### src/rtl/swf_pkg.sv
package swf_pkg;

  typedef enum logic [3:0] {
    S_IDLE, S_RST_RD, S_RST_WR, S_RST_POLL, S_RST_WAIT,
    S_MODE_RD, S_MODE_WR, S_MODE_CHK, S_DUMB_RD, S_DUMB_WR,
    S_AGE_WR, S_AGE_POLL, S_AGE_WAIT, S_AGE_REST, S_END
  } seq_state_t;

  typedef enum logic [2:0] {
    ST_OK      = 3'd0,
    ST_RST_TMO = 3'd1,
    ST_EN_FAIL = 3'd2,
    ST_AGE_TMO = 3'd3,
    ST_ACC_ERR = 3'd4
  } seq_status_t;

  localparam logic [7:0] REG_SOFTRST = 8'h79;
  localparam logic [7:0] REG_MODE    = 8'h0B;
  localparam logic [7:0] REG_SWCTL   = 8'h22;
  localparam logic [7:0] REG_AGE     = 8'h88;

  localparam logic [7:0] SOFTRST_SET = 8'hD0;
  localparam int         BUSY_BIT    = 7;
  localparam int         FWD_EN_BIT  = 1;
  localparam logic [7:0] MODE_MGD    = 8'h01;
  localparam logic [7:0] MODE_FWD    = 8'h02;
  localparam logic [7:0] DUMB_FWD    = 8'h40;
  localparam logic [7:0] AGE_START   = 8'h83;
  localparam logic [7:0] AGE_DEFAULT = 8'h02;

endpackage

### src/rtl/swf_rst_sync.sv
module swf_rst_sync (
  input  logic clk,
  input  logic arst_n,
  output logic srst_n
);
  logic [1:0] sync_q;

  always_ff @(posedge clk or negedge arst_n) begin
    if (!arst_n) sync_q <= 2'b00;
    else         sync_q <= {sync_q[0], 1'b1};
  end

  assign srst_n = sync_q[1];
endmodule

### src/rtl/swf_poll_cnt.sv
module swf_poll_cnt #(
  parameter int CW = 10
) (
  input  logic          clk,
  input  logic          rst_n,
  input  logic          clr,
  input  logic          inc,
  input  logic [CW-1:0] lim,
  output logic          last
);
  logic [CW-1:0] cnt_q;

  always_ff @(posedge clk or negedge rst_n) begin
    if (!rst_n)   cnt_q <= '0;
    else if (clr) cnt_q <= '0;
    else if (inc) cnt_q <= cnt_q + 1'b1;
  end

  assign last = (cnt_q == lim - 1'b1);
endmodule

### src/rtl/swf_wait_tmr.sv
module swf_wait_tmr #(
  parameter int WAIT_CYC = 4
) (
  input  logic clk,
  input  logic rst_n,
  input  logic load,
  input  logic run,
  output logic zero
);
  localparam int TW = $clog2(WAIT_CYC + 1);
  localparam logic [TW-1:0] LOADV = TW'(WAIT_CYC - 1);

  logic [TW-1:0] cnt_q;

  always_ff @(posedge clk or negedge rst_n) begin
    if (!rst_n)              cnt_q <= '0;
    else if (load)           cnt_q <= LOADV;
    else if (run && !zero)   cnt_q <= cnt_q - 1'b1;
  end

  assign zero = (cnt_q == '0);
endmodule

### src/rtl/swf_seq_top.sv
module swf_seq_top #(
  parameter logic [7:0] PAGE        = 8'h00,
  parameter int         RST_POLLS   = 1000,
  parameter int         FLUSH_POLLS = 10,
  parameter int         WAIT_CYC    = 4
) (
  input  logic       clk,
  input  logic       rst_n,
  input  logic       start,
  output logic       busy,
  output logic       done,
  output logic [2:0] status,
  output logic       acc_req,
  output logic       acc_we,
  output logic [7:0] acc_page,
  output logic [7:0] acc_addr,
  output logic [7:0] acc_wdata,
  input  logic       acc_ack,
  input  logic [7:0] acc_rdata,
  input  logic       acc_err
);
  import swf_pkg::*;

  localparam int MAXP = (RST_POLLS > FLUSH_POLLS) ? RST_POLLS : FLUSH_POLLS;
  localparam int CW   = $clog2(MAXP + 1);

  logic        srst_n;
  seq_state_t  state_q, state_d;
  seq_status_t status_q, status_d;
  logic [7:0]  data_q;
  logic        cap_en, st_en;
  logic        poll_clr, poll_inc, poll_last;
  logic        tmr_load, tmr_run, tmr_zero;
  logic        age_phase;
  logic [CW-1:0] lim;
  logic        ok_ack;

  swf_rst_sync u_rsync (.clk(clk), .arst_n(rst_n), .srst_n(srst_n));

  assign age_phase = (state_q == S_AGE_WR) || (state_q == S_AGE_POLL) ||
                     (state_q == S_AGE_WAIT);
  assign lim = age_phase ? CW'(FLUSH_POLLS) : CW'(RST_POLLS);

  swf_poll_cnt #(.CW(CW)) u_poll (
    .clk(clk), .rst_n(srst_n), .clr(poll_clr), .inc(poll_inc),
    .lim(lim), .last(poll_last)
  );

  swf_wait_tmr #(.WAIT_CYC(WAIT_CYC)) u_tmr (
    .clk(clk), .rst_n(srst_n), .load(tmr_load), .run(tmr_run), .zero(tmr_zero)
  );

  // Request decode (Moore, from state and captured data)
  always_comb begin
    acc_req   = 1'b1;
    acc_we    = 1'b0;
    acc_addr  = 8'h00;
    acc_wdata = 8'h00;
    unique case (state_q)
      S_RST_RD, S_RST_POLL: acc_addr = REG_SOFTRST;
      S_RST_WR:   begin acc_we = 1'b1; acc_addr = REG_SOFTRST; acc_wdata = data_q | SOFTRST_SET; end
      S_MODE_RD, S_MODE_CHK: acc_addr = REG_MODE;
      S_MODE_WR:  begin acc_we = 1'b1; acc_addr = REG_MODE; acc_wdata = (data_q & ~MODE_MGD) | MODE_FWD; end
      S_DUMB_RD:  acc_addr = REG_SWCTL;
      S_DUMB_WR:  begin acc_we = 1'b1; acc_addr = REG_SWCTL; acc_wdata = data_q | DUMB_FWD; end
      S_AGE_WR:   begin acc_we = 1'b1; acc_addr = REG_AGE; acc_wdata = AGE_START; end
      S_AGE_POLL: acc_addr = REG_AGE;
      S_AGE_REST: begin acc_we = 1'b1; acc_addr = REG_AGE; acc_wdata = AGE_DEFAULT; end
      default:    acc_req = 1'b0;
    endcase
  end

  assign ok_ack = acc_ack && !acc_err;

  // Next-state logic
  always_comb begin
    state_d  = state_q;
    status_d = status_q;
    st_en    = 1'b0;
    cap_en   = 1'b0;
    poll_clr = 1'b0;
    poll_inc = 1'b0;
    tmr_load = 1'b0;
    tmr_run  = 1'b0;
    if (acc_req && acc_ack && acc_err) begin
      state_d = S_END; status_d = ST_ACC_ERR; st_en = 1'b1;
    end else begin
      unique case (state_q)
        S_IDLE: if (start) begin
          state_d = S_RST_RD; status_d = ST_OK; st_en = 1'b1;
        end
        S_RST_RD: if (ok_ack) begin cap_en = 1'b1; state_d = S_RST_WR; end
        S_RST_WR: if (ok_ack) begin poll_clr = 1'b1; state_d = S_RST_POLL; end
        S_RST_POLL: if (ok_ack) begin
          if (!acc_rdata[BUSY_BIT]) state_d = S_MODE_RD;
          else if (poll_last) begin state_d = S_END; status_d = ST_RST_TMO; st_en = 1'b1; end
          else begin poll_inc = 1'b1; tmr_load = 1'b1; state_d = S_RST_WAIT; end
        end
        S_RST_WAIT: begin tmr_run = 1'b1; if (tmr_zero) state_d = S_RST_POLL; end
        S_MODE_RD: if (ok_ack) begin
          cap_en  = 1'b1;
          state_d = acc_rdata[FWD_EN_BIT] ? S_DUMB_RD : S_MODE_WR;
        end
        S_MODE_WR: if (ok_ack) state_d = S_MODE_CHK;
        S_MODE_CHK: if (ok_ack) begin
          if (acc_rdata[FWD_EN_BIT]) state_d = S_DUMB_RD;
          else begin state_d = S_END; status_d = ST_EN_FAIL; st_en = 1'b1; end
        end
        S_DUMB_RD: if (ok_ack) begin cap_en = 1'b1; state_d = S_DUMB_WR; end
        S_DUMB_WR: if (ok_ack) state_d = S_AGE_WR;
        S_AGE_WR:  if (ok_ack) begin poll_clr = 1'b1; state_d = S_AGE_POLL; end
        S_AGE_POLL: if (ok_ack) begin
          if (!acc_rdata[BUSY_BIT]) state_d = S_AGE_REST;
          else if (poll_last) begin state_d = S_END; status_d = ST_AGE_TMO; st_en = 1'b1; end
          else begin poll_inc = 1'b1; tmr_load = 1'b1; state_d = S_AGE_WAIT; end
        end
        S_AGE_WAIT: begin tmr_run = 1'b1; if (tmr_zero) state_d = S_AGE_POLL; end
        S_AGE_REST: if (ok_ack) begin state_d = S_END; status_d = ST_OK; st_en = 1'b1; end
        S_END:   state_d = S_IDLE;
        default: state_d = S_IDLE;
      endcase
    end
  end

  // Registers
  always_ff @(posedge clk or negedge srst_n) begin
    if (!srst_n) begin
      state_q  <= S_IDLE;
      status_q <= ST_OK;
      data_q   <= 8'h00;
    end else begin
      state_q <= state_d;
      if (st_en)  status_q <= status_d;
      if (cap_en) data_q   <= acc_rdata;
    end
  end

  assign busy     = (state_q != S_IDLE);
  assign done     = (state_q == S_END);
  assign status   = status_q;
  assign acc_page = PAGE;
endmodule

### config.mk
export PLATFORM = sky130hd
export DESIGN_NAME = swf_seq_top
export DESIGN_NICKNAME = d
export VERILOG_FILES = /design/src/rtl/swf_pkg.sv /design/src/rtl/swf_rst_sync.sv /design/src/rtl/swf_poll_cnt.sv /design/src/rtl/swf_wait_tmr.sv /design/src/rtl/swf_seq_top.sv
export SDC_FILE = /design/constraint.sdc
export NUM_CORES = 1
export LEC_CHECK = 0
export BUFFER_PORTS_ARGS = -buffer_cell sky130_fd_sc_hd__buf_2
export CORE_UTILIZATION = 50
export CTS_BUF_LIST = sky130_fd_sc_hd__clkbuf_8
export DETAILED_ROUTE_END_ITERATION = 6
export GPL_ROUTABILITY_DRIVEN = 0
export PLACE_DENSITY = 0.78
export SETUP_SLACK_MARGIN = 0.2
export SLEW_MARGIN = 25
export SYNTH_ARGS = -nofsm -noshare
export SYNTH_HDL_FRONTEND = slang
export SYNTH_HIERARCHICAL = 1
export SYNTH_SLANG_ARGS = --single-unit
### constraint.sdc
create_clock -name clk -period 3.2 [get_ports clk]
set_clock_uncertainty 0.15 [all_clocks]
set_input_delay 0.32 -clock clk [delete_from_list [all_inputs] [get_ports clk]]
set_output_delay 0.32 -clock clk [all_outputs]
set_load 0.005 [all_outputs]
==> summary.txt <==
Critical path
  – Critical path peak fanout: 5
  – WS Path Type: flip-flop to flip-flop
  – Critical path required time: 3270 ps
  – Worst Setup End Kind: flip-flop
  – Startpoint Class: flip-flop
  – Register-to-Register Path Depth: 14
  – Crit path DAT: 3320 ps

Run status
  – Status: finished, violations left
  – Failing checks: setup timing

Cells and area
  – Layout cells sized above 1: 0.2915
  – Cell Count, Final, Fillers Out: 395
  – Fillers: 339
  – N_diodes: 0
  – Multi-input logic area: 1503 um^2
  – # nets final: 359
  – P&R area growth vs syn: 27.60%
  – Register area: 750.7 um^2

Route
  – DR pass1 iterations: 5
  – Post-DR wirelength/cell: 14.22 um
  – Detailed Route WL: 5.615 mm
  – Post-route ant nets: 0
  – Detailed-route DRC error count: 0
  – Drt initial violations: 195
  – DR vias: 2225
  – Mean number of vias per cell: 5.633

Timing
  – Max Clk Rate: 307.7 MHz
  – Final setup vio count: 3
  – Max-slew violation count: 0
  – Final hold vios: 0
  – Final period utilization: 1.016
  – RSZ-0062 raised after global routing: yes
  – Hold_ws: 6.260 ps
  – Final worst setup slack: -49.88 ps
  – Post-layout min period: 3250 ps

Clock network
  – CTS sink cnt: 30
  – Clock Latency Late Sink: 290 ps
  – H-tree depth: 2
  – Clock root buffer: clkbuf_8
  – CTS Buf Count: 5
  – Reg clk slew, reported paths: 70 ps
  – CTS Buffer Depth: 2
  – CTS tree: done

Logic synthesis
  – Syn Inst Count: 266
  – Synth unique cells: 53
  – Multiplexer area fraction after synthesis: 0.07080
  – Synth Area in Compound Gates: 0.1576
  – Largest family of logic cells by synthesized area: simple AND/OR/NAND/NOR gates
  – YS warnings: 6
  – Mapped Area: 2262 um^2
  – Post-synthesis sequential area ratio: 0.3319
  – Ys flop type: dfrtp_1
  – Synth Area in Simple Gates: 0.2605
  – Synth Area in Adders: 0.02212
  – Post-synth EDFFs: 0
  – Post-synth ARST share: 1.000
  – Xor/xnor share of the synthesized area: 0.07356
  – Syn_area_per_cell: 8.504 um^2
  – FF+latch count, synth: 30

Floorplanning
  – Cell Rows: 24
  – Core area: 4354 um^2
  – Starting Density: 0.5195
  – Num ports: 44
  – Die area: 4798 um^2
  – Die X: 69.27 um
  – Die height: 69.27 um

Global routing
  – GRT Util Overall: 0.2217
  – Vias in the first global route: 1929
  – First-pass GRT wire length: 8.638 mm
  – Initial antenna violation count: 0
  – Largest net degree at the start of global routing: 25
  – Grt total ovfl: 0

Flow run
  – Max-capacitance violation count: 0

Pwr
  – Clock power frac: 0.131
  – Leak: 1.376 nW
  – Logic gate share of total power: 0.626
  – Pint: 1.389 mW
  – Maximum vdd drop: 0.3959 mV
  – Sw frac: 0.4252
  – Net switching power: 1.027 mW
  – Pwr Density: 837.1 nW/um^2
  – Reg power frac: 0.243

Place
  – Pre-CTS WS: -52.99 ps
  – Port Buf Inserts: 34
  – Placed Instances: 368
  – DP Wirelength: 3.516 mm

Hold path
  – Type of the most critical hold path: flip-flop to async pin
## Yosys cell counts, types with 3 or more instances
cell / number / area share
a21oi_1: 6 / 0.013
a31oi_1: 4 / 0.011
and3_1: 4 / 0.011
buf_2: 4 / 0.0088
buf_4: 11 / 0.037
clkbuf_1: 6 / 0.010
conb_1: 3 / 0.0050
dfrtp_1: 30 / 0.33
ha_1: 4 / 0.022
inv_1: 13 / 0.022
mux2_2: 7 / 0.035
mux2i_1: 7 / 0.031
nand2_1: 29 / 0.048
nand2b_1: 7 / 0.019
nand3_1: 8 / 0.018
nand3b_1: 3 / 0.010
nor2_1: 25 / 0.041
nor2b_1: 8 / 0.022
nor3_1: 6 / 0.013
nor3b_1: 4 / 0.013
o21ai_0: 12 / 0.027
o31ai_1: 5 / 0.017
or3_1: 5 / 0.014
xnor2_1: 9 / 0.035
xor2_1: 10 / 0.039
## repair_timing
item                                   CTS  global route
setup buffers                           11             7
hold buffers                             1             0
resized for setup                        7             6
setup endpoints to repair               14            15
pin swaps                                3             1
cloned                                   0             0
endpoints found under the hold margin    2             0
## power groups by stage
| stage | logic [mW] | clock network (mW) | registers [mW] |
|---|---|---|---|
| 2_1_floorplan | 0.974 | 0 | 0.575 |
| 3_5_place_dp | 1.30 | 0 | 0.587 |
| 6_report | 1.51 | 0.316 | 0.588 |
| 4_1_cts | 1.41 | 0.322 | 0.582 |
| 3_3_place_gp | 1.28 | 0 | 0.582 |
| 5_1_grt | 1.64 | 0.341 | 0.604 |
## cell usage in the layout, fill, tap and decap left out, types with 2 or more instances in the layout
| cell type | count |
|---|---|
| and2b_4 | 2 |
| or3_1 | 5 |
| nand2b_1 | 7 |
| conb_1 | 27 |
| nand3b_1 | 3 |
| clkbuf_8 | 6 |
| o21ai_0 | 10 |
| nand2_1 | 29 |
| xor2_1 | 9 |
| nor2b_1 | 7 |
| buf_2 | 34 |
| mux2_2 | 7 |
| nor3_1 | 6 |
| nor3b_1 | 2 |
| buf_4 | 31 |
| and3_1 | 3 |
| nand3_1 | 8 |
| o22ai_1 | 2 |
| a31oi_1 | 4 |
| mux2i_1 | 7 |
| o21ai_1 | 2 |
| o2bb2ai_1 | 2 |
| o211ai_1 | 2 |
| o31ai_1 | 4 |
| nor4_2 | 2 |
| dfrtp_1 | 30 |
| inv_1 | 13 |
| a21oi_1 | 6 |
| ha_1 | 3 |
| nor2_1 | 25 |
| xnor2_1 | 9 |
| a21boi_0 | 2 |
| a22o_1 | 2 |
## logic make-up after synthesis
group                    count (synthesis)
other                                    3
adder cells (fa/ha/maj)                  4
XOR/XNOR                                19
flip-flops                              30
AND/OR/NAND/NOR                        110
multiplexers                            15
buffers and inverters                   35
AO/OA/AOI/OAI                           50
## metrics by stage
| stage | cell area (um^2) | power (mW) | util | setup TNS (ps) |
|---|---|---|---|---|
| after floorplan | 2390 | 1.549 | - | -1708 |
| after global placement | 2585 | 1.857 | 0.5937 | 0 |
| after detailed placement | 2585 | 1.884 | 0.5937 | -145.8 |
| after CTS | 2795 | 2.316 | 0.6420 | 0 |
| after global routing | 2887 | 2.581 | 0.6629 | -1265 |
| final | 2887 | 2.416 | 0.6629 | -110.6 |
## path summary, 6_finish.rpt
path	slack, ps	endpoint	start
max	-50	status[1]$_DFFE_PN0P_	state_q[1]$_DFFE_PN0P_
min	6	data_q[6]$_DFFE_PN0P_	u_rsync/sync_q[1]$_DFF_PN0_
max reg2reg	-50	status[1]$_DFFE_PN0P_	state_q[1]$_DFFE_PN0P_
min reg2reg	6	data_q[6]$_DFFE_PN0P_	u_rsync/sync_q[1]$_DFF_PN0_
max in group asynchronous	2260	u_poll/cnt_q[6]$_DFFE_PN0P_	u_rsync/sync_q[1]$_DFF_PN0_
min in group clk	110	data_q[0]$_DFFE_PN0P_	acc_rdata[0]
## worst max-delay path, cell delays in order, from the launching register on
cell and delay (ps):
dfrtp_1 410, nor3b_2 210, o21a_2 220, inv_1 90, ha_4 180, xor2_2 150, o21ai_1 180, a21oi_1 60
nand4b_1 200, a221oi_2 250, a31oi_1 140, a2111oi_2 240, o31ai_1 140, a211oi_2 340, mux2i_1 210
## layout make-up
cell class	count	area share
Multi-Input combinational cell	225	0.5206
Clock buffer	6	0.02861
Timing Repair Buffer	67	0.1469
Inverter	13	0.01821
Tap cell	52	0.02254
Clock inverter	2	0.003034
Sequential cell	30	0.2601
## state kept, by name, summed over array words and instances, names as in the netlist
| register | cells |
|---|---|
| data_q | 8 |
| u_poll/cnt_q | 10 |
| status | 3 |
| state_q | 4 |
| u_tmr/cnt_q | 3 |
| u_rsync/sync_q | 2 |
## metal layers
metal | global-route usage | vias to the layer above | routed length [um]
met1 | 0.2981 | 1072 | 2423
met2 | 0.3506 | 104 | 2745
met3 | 0.04797 | 8 | 370
met4 | 0.08163 | 0 | 76
li1 | - | 1041 | -
met5 | 0 | - | 0
Power figures use the tool's default switching activity.
